## src/rtl/kwdt_pkg.sv

```systemverilog
package kwdt_pkg;
  typedef enum logic {
    KS_WAIT  = 1'b0,
    KS_FIRST = 1'b1
  } key_state_t;
endpackage

```

## src/rtl/kwdt_key_seq.sv

```systemverilog
module kwdt_key_seq #(
  parameter int ADDR_W = 8,
  parameter int DATA_W = 8,
  parameter logic [ADDR_W-1:0] REG_ADDR = 8'hA6,
  parameter logic [DATA_W-1:0] KEY_A = 8'h1E,
  parameter logic [DATA_W-1:0] KEY_B = 8'hE1
) (
  input  logic              clk,
  input  logic              clr,
  input  logic              wr_en,
  input  logic [ADDR_W-1:0] wr_addr,
  input  logic [DATA_W-1:0] wr_data,
  output logic              key_hit
);
  import kwdt_pkg::*;

  key_state_t st;
  logic       sel;

  assign sel     = wr_en && (wr_addr == REG_ADDR);
  assign key_hit = sel && (st == KS_FIRST) && (wr_data == KEY_B);

  always_ff @(posedge clk) begin
    if (clr) begin
      st <= KS_WAIT;
    end else if (sel) begin
      st <= ((st == KS_WAIT) && (wr_data == KEY_A)) ? KS_FIRST : KS_WAIT;
    end
  end

  AST_HIT_RETURNS_WAIT: assert property (@(posedge clk) disable iff (clr)
    key_hit |=> st == KS_WAIT);
  AST_ABORT_AFTER_FIRST: assert property (@(posedge clk) disable iff (clr)
    (sel && st == KS_FIRST) |=> st == KS_WAIT);
  AST_FOREIGN_HOLDS: assert property (@(posedge clk) disable iff (clr)
    !sel |=> $stable(st));
endmodule

```

## src/rtl/kwdt_prescale.sv

```systemverilog
module kwdt_prescale #(
  parameter int DIV_FAST = 6,
  parameter int DIV_SLOW = 12
) (
  input  logic clk,
  input  logic clr,
  input  logic run,
  input  logic restart,
  input  logic slow_mode,
  output logic tick
);
  localparam int PRE_W = $clog2(DIV_SLOW + 1);

  logic [PRE_W-1:0] pre;
  logic [PRE_W-1:0] last;

  assign last = slow_mode ? PRE_W'(DIV_SLOW - 1) : PRE_W'(DIV_FAST - 1);
  assign tick = run && (pre == last);

  always_ff @(posedge clk) begin
    if (clr || restart || !run) begin
      pre <= '0;
    end else if (pre == last) begin
      pre <= '0;
    end else begin
      pre <= pre + 1'b1;
    end
  end

  AST_PRESCALE_RANGE: assert property (@(posedge clk) disable iff (clr)
    pre <= PRE_W'(DIV_SLOW - 1));
  AST_PRESCALE_IDLE: assert property (@(posedge clk) disable iff (clr)
    !run |=> pre == '0);
endmodule

```

## src/rtl/kwdt_count.sv

```systemverilog
module kwdt_count #(
  parameter int CNT_W = 14
) (
  input  logic clk,
  input  logic clr,
  input  logic run,
  input  logic restart,
  input  logic tick,
  output logic fire
);
  localparam logic [CNT_W-1:0] LAST = {CNT_W{1'b1}} - 1'b1;
  localparam logic [CNT_W-1:0] ALL1 = {CNT_W{1'b1}};

  logic [CNT_W-1:0] cnt;

  assign fire = run && tick && !restart && (cnt == LAST);

  always_ff @(posedge clk) begin
    if (clr || restart || fire) begin
      cnt <= '0;
    end else if (run && tick) begin
      cnt <= cnt + 1'b1;
    end
  end

  AST_NO_OVERFLOW: assert property (@(posedge clk) disable iff (clr)
    cnt != ALL1);
  AST_SERVICE_ZERO: assert property (@(posedge clk) disable iff (clr)
    restart |=> cnt == '0);
  AST_COUNT_STEP: assert property (@(posedge clk) disable iff (clr)
    (run && tick && !restart && cnt != LAST) |=> cnt == $past(cnt) + 1'b1);
  AST_COUNT_HOLD: assert property (@(posedge clk) disable iff (clr)
    (!tick && !restart) |=> $stable(cnt));
endmodule

```

## src/rtl/kwdt_stretch.sv

```systemverilog
module kwdt_stretch #(
  parameter int PULSE_FAST = 98,
  parameter int PULSE_SLOW = 196
) (
  input  logic clk,
  input  logic rst,
  input  logic fire,
  input  logic slow_mode,
  output logic busy
);
  localparam int PW = $clog2(PULSE_SLOW + 1);

  logic [PW-1:0] left;

  always_ff @(posedge clk) begin
    if (rst) begin
      busy <= 1'b0;
      left <= '0;
    end else if (fire) begin
      busy <= 1'b1;
      left <= slow_mode ? PW'(PULSE_SLOW - 1) : PW'(PULSE_FAST - 1);
    end else if (busy) begin
      if (left == '0) begin
        busy <= 1'b0;
      end else begin
        left <= left - 1'b1;
      end
    end
  end

  AST_PULSE_HOLD: assert property (@(posedge clk) disable iff (rst)
    (busy && left != '0) |=> busy);
  AST_PULSE_END: assert property (@(posedge clk) disable iff (rst)
    (busy && left == '0 && !fire) |=> !busy);
  AST_PULSE_START: assert property (@(posedge clk) disable iff (rst)
    fire |=> busy);
endmodule

```

## src/rtl/keyed_wdt.sv

```systemverilog
module keyed_wdt #(
  parameter int ADDR_W = 8,
  parameter int DATA_W = 8,
  parameter logic [ADDR_W-1:0] REG_ADDR = 8'hA6,
  parameter logic [DATA_W-1:0] KEY_A = 8'h1E,
  parameter logic [DATA_W-1:0] KEY_B = 8'hE1,
  parameter int CNT_W = 14,
  parameter int DIV_FAST = 6,
  parameter int DIV_SLOW = 12,
  parameter int PULSE_FAST = 98,
  parameter int PULSE_SLOW = 196
) (
  input  logic              clk,
  input  logic              rst,
  input  logic              mode_slow,
  input  logic [ADDR_W-1:0] sfr_addr,
  input  logic [DATA_W-1:0] sfr_wdata,
  input  logic              sfr_we,
  output logic              rst_out
);
  logic core_clr;
  logic key_hit;
  logic armed;
  logic tick;
  logic fire;

  assign core_clr = rst || rst_out;

  kwdt_key_seq #(
    .ADDR_W(ADDR_W), .DATA_W(DATA_W), .REG_ADDR(REG_ADDR),
    .KEY_A(KEY_A), .KEY_B(KEY_B)
  ) u_key (
    .clk(clk), .clr(core_clr), .wr_en(sfr_we), .wr_addr(sfr_addr),
    .wr_data(sfr_wdata), .key_hit(key_hit)
  );

  always_ff @(posedge clk) begin
    if (core_clr || fire) begin
      armed <= 1'b0;
    end else if (key_hit) begin
      armed <= 1'b1;
    end
  end

  kwdt_prescale #(.DIV_FAST(DIV_FAST), .DIV_SLOW(DIV_SLOW)) u_pre (
    .clk(clk), .clr(core_clr), .run(armed), .restart(key_hit),
    .slow_mode(mode_slow), .tick(tick)
  );

  kwdt_count #(.CNT_W(CNT_W)) u_cnt (
    .clk(clk), .clr(core_clr), .run(armed), .restart(key_hit),
    .tick(tick), .fire(fire)
  );

  kwdt_stretch #(.PULSE_FAST(PULSE_FAST), .PULSE_SLOW(PULSE_SLOW)) u_pulse (
    .clk(clk), .rst(rst), .fire(fire), .slow_mode(mode_slow), .busy(rst_out)
  );

  AST_RST_IDLE: assert property (@(posedge clk)
    rst |=> (!armed && !rst_out));
  AST_ARM_STICKY: assert property (@(posedge clk) disable iff (rst)
    (armed && !rst_out && !fire) |=> armed);
  AST_DISARM_IN_PULSE: assert property (@(posedge clk) disable iff (rst)
    rst_out |-> !armed);
  AST_FIRE_NEEDS_ARM: assert property (@(posedge clk) disable iff (rst)
    fire |-> armed);
endmodule

```

## config.mk

```make
export PLATFORM = sky130hd
export DESIGN_NAME = keyed_wdt
export DESIGN_NICKNAME = d
export VERILOG_FILES = /design/src/rtl/kwdt_pkg.sv /design/src/rtl/kwdt_key_seq.sv /design/src/rtl/kwdt_prescale.sv /design/src/rtl/kwdt_count.sv /design/src/rtl/kwdt_stretch.sv /design/src/rtl/keyed_wdt.sv
export SDC_FILE = /design/constraint.sdc
export NUM_CORES = 1
export LEC_CHECK = 0
export BUFFER_PORTS_ARGS = -buffer_cell sky130_fd_sc_hd__buf_2
export CORE_AREA = 2 2 55 57
export CTS_CLUSTER_SIZE = 24
export DETAILED_ROUTE_END_ITERATION = 8
export DIE_AREA = 0 0 57 59
export GPL_TIMING_DRIVEN = 0
export PLACE_DENSITY = 0.9
export SYNTH_ARGS = -nofsm -noshare
export SYNTH_HDL_FRONTEND = slang
export SYNTH_SLANG_ARGS = --single-unit
```

## constraint.sdc

```tcl
create_clock -name clk -period 5.2 [get_ports clk]
set_input_delay 0.52 -clock clk [delete_from_list [all_inputs] [get_ports clk]]
set_output_delay 0.52 -clock clk [all_outputs]
set_load 0.1 [all_outputs]
```

After elaboration in Yosys (flattened, before gate mapping)
Cells that the tools add are included.
{"block": "totals", "reg_bits": 29, "inputBits": 20}
{"block": "op_classes", "bitwise": 1, "eq_ne": 6, "muxes": 9, "n_reduce_logical": 19, "addsub": 3}
{"op": "$mux 8", "n": 4}
{"op": "$eq 8x8->1 const B", "n": 2}
{"op": "$add 14x1->14 const B", "n": 1}
{"op": "$eq 14x14->1 const B", "n": 1}
{"op": "$eq 8x5->1 const B", "n": 1}
{"op": "$logic_and 1x1->1", "n": 8}
{"op": "$logic_not 8->1", "n": 1}
{"op": "$sub 8x1->8 const B", "n": 1}
{"op": "$logic_or 1x1->1", "n": 5}
{"op": "$add 4x1->4 const B", "n": 1}
{"op": "$eq 4x4->1", "n": 1}
{"op": "$mux 1", "n": 4}
{"op": "$mux 4", "n": 1}
{"op": "$logic_not 1->1", "n": 2}
{"op": "$ne 2x2->1 const B", "n": 1}
{"op": "$reduce_and 2->1", "n": 1}
{"op": "$reduce_bool 2->1", "n": 1}
{"op": "$reduce_or 2->1", "n": 1}
{"op": "$not 1->1", "n": 1}

Logic depth before layout (Yosys ltp)
Gate-level depths: netlist (run 1).
{"block": "logic_depth", "ltp_word": 9, "depth_mapped": 7, "ltp_nobuf": 6}

Hierarchy
Synthesis (run 1) repeated with hierarchy kept, for this count alone.
{"block": "unflattened", "hier_cells": 174, "hier_area_um2": 1535.2}
{"module": "kwdt_count", "area_per_inst_um2": 676.9, "instances": 1, "cells_per_inst": 81}
{"module": "kwdt_stretch", "area_per_inst_um2": 498.0, "instances": 1, "cells_per_inst": 56}
{"module": "kwdt_prescale", "area_per_inst_um2": 187.7, "instances": 1, "cells_per_inst": 19}
{"module": "kwdt_key_seq", "area_per_inst_um2": 130.1, "instances": 1, "cells_per_inst": 14}
{"module": "keyed_wdt", "area_per_inst_um2": 42.5, "instances": 1, "cells_per_inst": 4}

Worst setup path before layout (run 1)
No wires, ideal clock.
{"block": "synth_path", "path_type": "input to register", "start": "in mode_slow", "end": "reg u_cnt.cnt[12]", "stages": 6, "setup_slack_ns": 2.922, "t_arrival_ns": 2.208, "required_time_ns": 5.130, "n_path_buf": 2, "cell_sequence": "or4b_1 -> buf_2 -> a211o_1 -> buf_6 -> or4_1 -> a21oi_1"}
{"block": "synth_between", "elab_chain_cells": 7}
{"element": "start: declaration", "line": "keyed_wdt.sv:15", "source": "input logic mode_slow,"}
{"element": "$mux 4 (*)", "line": "kwdt_prescale.sv:17", "source": "assign last = slow_mode ? PRE_W'(DIV_SLOW - 1) : PRE_W'(DIV_FAST - 1);"}
{"element": "$eq 4x4->1 (*)", "line": "kwdt_prescale.sv:18", "source": "assign tick = run && (pre == last);"}
{"element": "$logic_and 1x1->1 (*)", "line": "kwdt_prescale.sv:18"}
{"element": "$logic_and 1x1->1 (*)", "line": "kwdt_count.sv:16, kwdt_count.sv:21"}
{"element": "$logic_and 1x1->1 (2 in a row)", "line": "kwdt_count.sv:16", "source": "assign fire = run && tick && !restart && (cnt == LAST);"}
{"element": "$logic_or 1x1->1", "line": "kwdt_count.sv:19", "source": "if (clr || restart || fire) begin"}
{"element": "end signal: assignment", "line": "kwdt_count.sv:22", "source": "cnt <= cnt + 1'b1;"}
{"element": "end: declaration", "line": "kwdt_count.sv:14", "source": "logic [CNT_W-1:0] cnt;"}
Every way passes the cells marked *; elsewhere a longest branch is shown, timed or not.
A chain may end at the register's enable or synchronous reset.

Final worst setup path (run 1)
{"block": "layout_path", "start": "reg u_pre.pre[1]", "end": "reg u_pulse.left[5]"}
{"block": "layout_between", "elab_chain_cells": 7}
{"element": "start: declaration", "line": "kwdt_prescale.sv:14", "source": "logic [PRE_W-1:0] pre;"}
{"element": "start signal: assignment", "line": "kwdt_prescale.sv:26", "source": "pre <= pre + 1'b1;"}
{"element": "$eq 4x4->1 (*)", "line": "kwdt_prescale.sv:18"}
{"element": "$logic_and 1x1->1 (*)", "line": "kwdt_prescale.sv:18"}
{"element": "$logic_and 1x1->1 (*) (3 in a row)", "line": "kwdt_count.sv:16"}
{"element": "$ne 2x2->1 (no line) / $reduce_bool 2->1 (equally long branches)"}
{"element": "$reduce_and 2->1 (no line)"}
{"element": "end signal: assignment", "line": "kwdt_stretch.sv:21", "source": "left <= slow_mode ? PW'(PULSE_SLOW - 1) : PW'(PULSE_FAST - 1);"}
{"element": "end signal: assignment", "line": "kwdt_stretch.sv:26", "source": "left <= left - 1'b1;"}
{"element": "end: declaration", "line": "kwdt_stretch.sv:13", "source": "logic [PW-1:0] left;"}
Marked as above.

==> results of run 1 <==
worst register-to-register path: stages, from the launching register on:
cell	delay (ns)
dfxtp_1	0.36
or4b_1	0.50
buf_2	0.19
a211oi_1	0.79
o211a_1	0.38
o311a_1	0.20
flip-flops by register name, summed over array words and instances, names as in the netlist:
name	cells
u_pre.pre	4
u_cnt.cnt	14
armed	1
u_pulse.busy	1
u_pulse.left	8
u_key.st	1
per-layer routing:
metal	up-vias	wire length (microns)	share of wire [%]	track usage [%]
met5	-	0	0	0
met4	0	62	1.8	9.967
met3	6	142	4.2	5.240
met2	32	1660	49	38.59
met1	702	1499	45	26.92
li1	757	-	-	-
per-stage QoR:
step                instances  setup WS, ns
finish                    239         2.718
global placement          232         2.491
global route              239         2.539
floorplan                 181         2.922
CTS                       239         2.708
detailed placement        232         2.471
synth_stat cells (all sizes together) (2+ instances only):
| cell type | count | share of area [%] |
|---|---|---|
| a32oi | 2 | 1.1 |
| a211oi | 8 | 3.8 |
| dfxtp | 29 | 36 |
| a21oi | 15 | 4.7 |
| and4 | 2 | 1.1 |
| and3 | 2 | 0.79 |
| a21boi | 4 | 1.9 |
| nand3 | 6 | 1.9 |
| nand4 | 6 | 2.4 |
| nand2 | 6 | 1.4 |
| o211ai | 3 | 1.4 |
| o2111ai | 2 | 1.1 |
| buf | 2 | 1.0 |
| a21o | 2 | 0.94 |
| o31ai | 3 | 1.4 |
| or4 | 3 | 1.4 |
| nor3b | 6 | 2.8 |
| nor2 | 7 | 1.6 |
| xnor2 | 8 | 4.4 |
| nor3 | 10 | 3.1 |
| or4b | 4 | 2.5 |
| or3 | 2 | 0.79 |
| nor4bb | 3 | 1.9 |
| inv | 8 | 1.9 |
| clkbuf | 4 | 0.94 |
| o21ai | 10 | 3.1 |
| ha | 4 | 3.1 |
| nand4b | 4 | 2.2 |
final cells by class:
type                    count  area [sq um]  share of cell area [%]
multi-input cells         138         950.9                   53.22
flip-flops and latches     29         580.6                   32.49
repair buffers             20         100.1                   5.602
clock buffers               7         55.05                   3.081
well taps                  31         38.79                   2.171
plain buffers               6         31.28                   1.751
inverters                   8         30.03                   1.681
power by group:
group | switching, uW | internal [uW]
registers | 0.0000655 | 222
clock network | 71.7 | 63.7
logic | 7.44 | 7.25
kinds of logic (layout without fill, tap and decap cells):
group / Yosys count / after routing / synth area share [%]
XOR/XNOR: 9 / 9 / 4.949
multiplexers: 2 / 2 / 1.335
flip-flops: 29 / 29 / 36.45
AND/OR/NAND/NOR: 66 / 66 / 26.32
buffers and inverters: 14 / 41 / 3.849
adder cells (fa/ha/maj): 4 / 4 / 3.142
AO/OA/AOI/OAI: 57 / 57 / 23.96
how the worst max path moves through the flow:
stage	start	end	slack (ns)	cells after the start
final	u_pre.pre[1]	u_pulse.left[5]	2.72	5
after global placement	mode_slow	u_pulse.left[5]	2.49	6
after CTS	u_pre.pre[1]	u_pulse.left[5]	2.71	5
after detailed placement	mode_slow	u_pulse.left[5]	2.47	6
after floorplan	mode_slow	u_cnt.cnt[12]	2.92	6
after global routing	u_pre.pre[1]	u_pulse.left[5]	2.54	5
==> impl_metrics.yaml, run 1 <==
status:
  outcome: "complete, no violations"
clock_tree:
  cts_htree_levels: 2
  clk_pin_slew_ns: 0.08
  cts_buffers: 5
  cts_setup_buffers: 0
  ctsResizeCount: 0
  clkSinkCount: 29
  tritoncts: "built"
  root_buffer: "clkbuf_4"
  hold_buffers: 0
  clockBufferDepth: 2
  clk_latency_ns: 0.32
logic_synthesis:
  synth_edf_count: 0
  synth_top_flop_cell: "dfxtp_1"
  syn_area_per_cell_sq_um: 8.800
  async_reset_ff_share_pct: 0
  syn_area_sq_um: 1593
  yosysSeqAreaShare_pct: 36.45
  syn_inst: 181
  synth_seq_cells: 29
  syn_nets: 205
  synth_warnings: 0
  synth_cell_types: 47
sta:
  max_slew.worst_pin.slew_ns: 0.9194
  finalHoldWorstSlack_ns: 0.4887
  slew_viol_final: 0
  max_clock_freq_mhz: 402.9
  fin_crit_sh_pct: 47.73
  period_needed_ns: 2.482
  rsz0062_at_grt: "false"
  fin_tns_setup_ns: 0
  hold_viol: 0
  maxSlewHeadroom_pct: 38.33
  setup_violations: 0
  final.setup_skew_ns: 0.004645
cells_and_area:
  fillers: 232
  final_cell_mix: "dfxtp_1 (29), buf_2 (21), a21oi_1 (15)"
  final_layout_size_suffix_gt1_share_pct: 15.87
  post-route-util_pct: 65.93
  final_common_cell: "dfxtp_1"
  design_area_sq_um: 1787
  num-nets-final: 232
  area_growth_pct: 12.18
  antennaDiodeCount: 0
setup_path:
  cp_slowest_cell: "a211oi_1"
  end_kind: "flop"
  r2r_end: "u_pulse.left[5]"
  worstPathRequired_ns: 5.47
  r2r-start: "u_pre.pre[1]"
  path_max_fanout: 10
  crit_chain: "or4b_1 > buf_2 > a211oi_1 > o211a_1 > o311a_1"
  worstRegToRegCells: 5
  start_kind: "flop"
  crit_family: "compound AO/OA/AOI/OAI gates"
  path_class: "flop to flop"
  arrival_ns: 2.75
  timing.critical_path.buf_inv: 1
  reg2reg_setup_slack_ns: 2.72
  max_stage_delay_ns: 0.79
global_routing:
  grtUsageTotal_pct: 22.46
  grt_antenna_before_repair: 0
  grt_overflow: 0
  grt_pass1_vias: 1358
  grt_max_degree: 11
  grt_pass1_wl_mm: 5.878
place:
  gp_congestion: 0.8250
  io_buffers: 20
  place_area_sq_um: 1732
  dpl.hpwl_mm: 2.397
pwr:
  ir_drop_uv: 166.0
  power.leakage_uw: 0.0005717
  powerDensity_nw_per_um2: 208.1
  finalPower_uw: 371.8
detailed_routing:
  drc: 0
  drt_first_iter_violations: 53
  num_vias: 1497
  wl_per_cell_microns: 14.08
  routed_wl_mm: 3.365
  first_pass_iters: 4
  ant_nets: 0
  post_drt_via_cell_ratio: 6.264
floorplan:
  dieArea_sq_um: 3363
  initial_core_util_pct: 58.77
  pin_count: 21
  rows: 19
  coreArea_sq_um: 2710
  die_y_microns: 59
  fp.dieW_microns: 57
min_path:
  hp-class: "flop to flop"
  holdCritStartpoint: "u_cnt.cnt[12]"
  min_path_cells: 2
  min_to: "u_cnt.cnt[12]"
job:
  maxCapViolations: 0
No activity file was read; power rests on OpenSTA's default activity.
==> inputs of run 2 (changes only) <==
CORE_AREA = 2 2 59 61   (was 2 2 55 57)
DIE_AREA = 0 0 61 63   (was 0 0 57 59)
PLACE_DENSITY = 0.83   (was 0.9)
clock period = 2.05 ns   (was 5.2 ns; I/O delays follow)
==> impl_metrics.yaml, run 2 (same netlist as run 1, synthesis figures left out) <==
status:
  outcome: "complete, no violations"
pwr:
  seqPwrFrac_pct: 60.4
  p_comb_share_pct: 4.0
  power_switching_uw: 219.4
  clkPwrFrac_pct: 35.6
  power.leakage_uw: 0.0006285
  switching_share_pct: 23.59
  ir_drop_uv: 321.4
  p_int_uw: 710.5
  powerDensity_nw_per_um2: 480.7
  finalPower_uw: 929.9
detailed_routing:
  wl_per_cell_microns: 13.61
  routed_wl_mm: 3.594
  first_pass_iters: 4
  num_vias: 1511
  ant_nets: 0
  drc: 0
  post_drt_via_cell_ratio: 5.723
  drt_first_iter_violations: 52
setup_path:
  r2r_end: "u_cnt.cnt[12]"
  timing.critical_path.buf_inv: 1
  crit_family: "simple AND/OR/NAND/NOR gates"
  cp_slowest_cell: "or4b_4"
  start_kind: "flop"
  path_max_fanout: 5
  r2r-start: "u_pre.pre[1]"
  arrival_ns: 2.27
  end_kind: "flop"
  reg2reg_setup_slack_ns: 0.05
  crit_chain: "or4b_4 > a211o_1 > buf_6 > or4_1 > a21oi_1"
  worstPathRequired_ns: 2.32
  worstRegToRegCells: 5
  path_class: "flop to flop"
  max_stage_delay_ns: 0.55
place:
  gp_congestion: 0.8309
  dp.cells: 247
  place_ws_ns: -0.3385
  place_area_sq_um: 1760
  dpl.hpwl_mm: 2.340
  io_buffers: 20
global_routing:
  grt_antenna_before_repair: 0
  grt_pass1_vias: 1365
  grt_max_degree: 11
  grtUsageTotal_pct: 19.88
  grt_pass1_wl_mm: 5.802
  grt_overflow: 0
floorplan:
  coreArea_sq_um: 3232
  rows: 21
  initial_core_util_pct: 49.28
  die_y_microns: 63
  dieArea_sq_um: 3843
  fp.dieW_microns: 61
  pin_count: 21
clock_tree:
  tritoncts: "built"
  clk_latency_ns: 0.33
  cts_buffers: 5
  cts_htree_levels: 2
  clkSinkCount: 29
  clk_pin_slew_ns: 0.10
  clockBufferDepth: 2
  root_buffer: "clkbuf_4"
  hold_buffers: 0
min_path:
  hp-class: "primary input to flop"
  min_path_cells: 3
  min_to: "u_key.st"
  holdCritStartpoint: "rst"
sta:
  hold_viol: 0
  fin_tns_setup_ns: 0
  max_clock_freq_mhz: 500.0
  max_slew.worst_pin.slew_ns: 0.6072
  period_needed_ns: 2.000
  rsz0062_at_grt: "false"
  maxSlewHeadroom_pct: 59.21
  setup_violations: 0
  fin_crit_sh_pct: 97.55
  setup_slack_ns: 0.05014
  final.setup_skew_ns: 0.01257
  slew_viol_final: 0
cells_and_area:
  design_area_sq_um: 1934
  final_layout_size_suffix_gt1_share_pct: 25.23
  largestRegisters: "u_cnt.cnt x14, u_pulse.left x8, u_pre.pre x4"
  antennaDiodeCount: 0
  final_common_cell: "dfxtp_1"
  largest_register_ffs: 14
  final_cell_mix: "dfxtp_1 (26), buf_2 (20), a21oi_1 (14)"
  finalNonFillerCells: 264
  top_register: "u_cnt.cnt"
  num-nets-final: 241
  area_growth_pct: 21.45
job:
  maxCapViolations: 0
run 2: cell types whose count changed in the layout (fill, tap and decap cells not counted), sizes merged:
cell | before | now
buf | 22 | 31
clkbuf | 11 | 10
clkinv | 0 | 2
run 2: area by class of cell:
| cell class | count | area [sq um] |
|---|---|---|
| well taps | 46 | 57.56 |
| clock buffers | 6 | 41.29 |
| plain buffers | 5 | 28.78 |
| clock inverters | 2 | 10.01 |
| fillers | 294 | 1297 |
| inverters | 8 | 30.03 |
| flip-flops and latches | 29 | 586.8 |
| repair buffers | 30 | 175.2 |
| multi-input cells | 138 | 1005 |
run 2: metrics by stage:
| stage | util [%] | hold WS (ns) |
|---|---|---|
| detailed placement | 54.47 | 0.4657 |
| global placement | 54.47 | 0.4570 |
| floorplan | - | 0.3962 |
| CTS | 57.80 | 0.1624 |
| global route | 59.85 | 0.1879 |
| finish | 59.85 | 0.1673 |
run 2: worst max-delay path by stage:
stage / from / end / slack [ns] / cells after the start
after global placement: u_pre.pre[1] / u_pulse.left[7] / -0.31 / 5
after detailed placement: u_pre.pre[1] / u_pulse.left[7] / -0.34 / 5
final: u_pre.pre[1] / u_cnt.cnt[12] / 0.05 / 5
after floorplan: u_pre.pre[1] / u_pulse.left[5] / 0.001 / 5
after global routing: u_pre.pre[1] / u_cnt.cnt[12] / 0.002 / 5
after CTS: u_pre.pre[1] / u_cnt.cnt[12] / -0.06 / 6
run 2: timing repair:
action | CTS | global route
endpoints found under the setup margin | 23 | 24
pin swaps | 3 | 4
gates resized for setup | 8 | 12
endpoints found under the hold margin | 0 | 0
buffers inserted | 5 | 5
run 2: layer usage:
metal  vias to the layer above  share of wire, %  global-route usage [%]
met5                         -                 0                       0
met4                         0               1.6                   7.609
met3                         5               5.5                   6.004
met2                        43                46                   30.11
met1                       687                47                   26.09
li1                        776                 -                       -
run 2: power groups by stage:
stage               clock network, uW  logic, uW  registers (uW)
floorplan                           0       13.0             576
global placement                    0       36.0             576
detailed placement                  0       36.7             576
CTS                               343       37.3             563
global route                      364       41.6             562
finish                            331       37.2             561
run 2: tightest hold or removal path, stage by stage:
cell and delay [ns]:
buf_2 0.08, nor2_1 0.06, a21boi_0 0.11
==> inputs of run 3 (changes only) <==
RECOVER_POWER = 50   (was unset)
==> impl_metrics.yaml, run 3 (same netlist as run 1, synthesis figures left out) <==
status:
  outcome: "complete, no violations"
place:
  io_buffers: 20
  dpl.hpwl_mm: 2.340
  gp_congestion: 0.8309
min_path:
  hp-class: "primary input to flop"
  min_to: "u_key.st"
  min_path_cells: 3
  holdCritStartpoint: "rst"
setup_path:
  start_kind: "flop"
  end_kind: "flop"
  path_max_fanout: 5
  reg2reg_setup_slack_ns: 0.05
  worstRegToRegCells: 5
  arrival_ns: 2.27
  r2r_end: "u_cnt.cnt[12]"
  r2r-start: "u_pre.pre[1]"
  path_class: "flop to flop"
  worstPathRequired_ns: 2.32
detailed_routing:
  route.layer.met1.wl_mm: 1.695
  drt_first_iter_violations: 52
  post_drt_via_cell_ratio: 5.723
  num_vias: 1511
  routed_wl_mm: 3.598
  drc: 0
  wl_per_cell_microns: 13.63
  highest_layer: "met4"
  route.met3.wl_microns: 197
  ant_nets: 0
  first_pass_iters: 4
  wl_met2_mm: 1.646
sta:
  setup_violations: 0
  maxSlewHeadroom_pct: 59.51
  fin_crit_sh_pct: 97.56
  slew_viol_final: 0
  max_clock_freq_mhz: 500.0
  fin_tns_setup_ns: 0
  final.setup_skew_ns: 0.01525
  rsz0062_at_grt: "false"
  max_slew.worst_pin.slew_ns: 0.6026
  hold_viol: 0
  period_needed_ns: 2.000
cells_and_area:
  final_cell_mix: "dfxtp_1 (26), buf_2 (19), a21oi_1 (14)"
  largest_register_ffs: 14
  largestRegisters: "u_cnt.cnt x14, u_pulse.left x8, u_pre.pre x4"
  num-nets-final: 241
  final_common_cell: "dfxtp_1"
  top_register: "u_cnt.cnt"
  final_layout_size_suffix_gt1_share_pct: 25.23
  area_growth_pct: 21.45
  antennaDiodeCount: 0
global_routing:
  grt_pass1_vias: 1365
  grt_pass1_wl_mm: 5.802
  grtUsageTotal_pct: 19.88
  grt_max_degree: 11
  grt_antenna_before_repair: 0
  grt_overflow: 0
clock_tree:
  tritoncts: "built"
  root_buffer: "clkbuf_4"
  cts_htree_levels: 2
  cts_buffers: 5
  clk_latency_ns: 0.33
  hold_buffers: 0
  clockBufferDepth: 2
  clk_pin_slew_ns: 0.10
  clkSinkCount: 29
job:
  maxCapViolations: 0
floorplan:
  rows: 21
  initial_core_util_pct: 49.28
  fp.dieW_microns: 61
  dieArea_sq_um: 3843
  coreArea_sq_um: 3232
  die_y_microns: 63
  pin_count: 21
pwr:
  power.leakage_uw: 0.0006275
  powerDensity_nw_per_um2: 481.9
  ir_drop_uv: 321.5
  finalPower_uw: 932.1
==> run 3: per-stage QoR <==
stage | hold slack [ns] | instance area, sq um | utilization [%] | cells | setup WS (ns)
detailed placement | 0.4657 | 1760 | 54.47 | 247 | -0.3385
global route | 0.1879 | 1934 | 59.85 | 264 | 0.001666
floorplan | 0.3962 | 1603 | - | 181 | 0.001062
global placement | 0.4570 | 1760 | 54.47 | 247 | -0.3075
finish | 0.1634 | 1934 | 59.85 | 264 | 0.05012
CTS | 0.1624 | 1868 | 57.80 | 260 | -0.05634
==> run 3: worst max-delay path by stage <==
stage | start | endpoint | cells past startpoint
2_1_floorplan | u_pre.pre[1] | u_pulse.left[5] | 5
3_3_place_gp | u_pre.pre[1] | u_pulse.left[7] | 5
3_5_place_dp | u_pre.pre[1] | u_pulse.left[7] | 5
4_1_cts | u_pre.pre[1] | u_cnt.cnt[12] | 6
5_1_grt | u_pre.pre[1] | u_cnt.cnt[12] | 5
6_report | u_pre.pre[1] | u_cnt.cnt[12] | 5
==> run 3: critical path: stages, from the launching register on <==
cell and delay, ns:
dfxtp_2 0.33, or4b_4 0.55, a211o_1 0.32, buf_6 0.14, or4_1 0.46, a21oi_1 0.14
==> run 3: layer usage <==
metal  track usage [%]  vias to the layer above
met2             30.11                       43
met1             26.09                      687
li1                  -                      776
met3             6.004                        5
met4             7.609                        0
met5                 0                        -
==> run 3: cell type report <==
cell class	count	area [sq um]
sequential	29	586.8
buffer	5	28.78
tap	46	57.56
clock buffer	6	41.29
timing repair buffer	30	175.2
multi-input combinational	138	1005
inverter	8	30.03
clock inverter	2	10.01
fill	294	1297
==> run 3: report_power, final <==
| part | leakage [uW] | switching [uW] | total [uW] | internal [uW] |
|---|---|---|---|---|
| Combinational | 0.000360 | 18.4 | 37.2 | 18.8 |
| Sequential | 0.000235 | 0.000162 | 561 | 561 |
| Clock | 0.0000320 | 203 | 333 | 130 |
| Total | 0.000628 | 222 | 932 | 711 |
==> run 3: what timing repair did <==
action / 4_1_cts / 5_1_grt
setup buffers: 5 / 5
setup endpoints to repair: 23 / 24
pin swaps: 3 / 4
gates resized for setup: 8 / 12
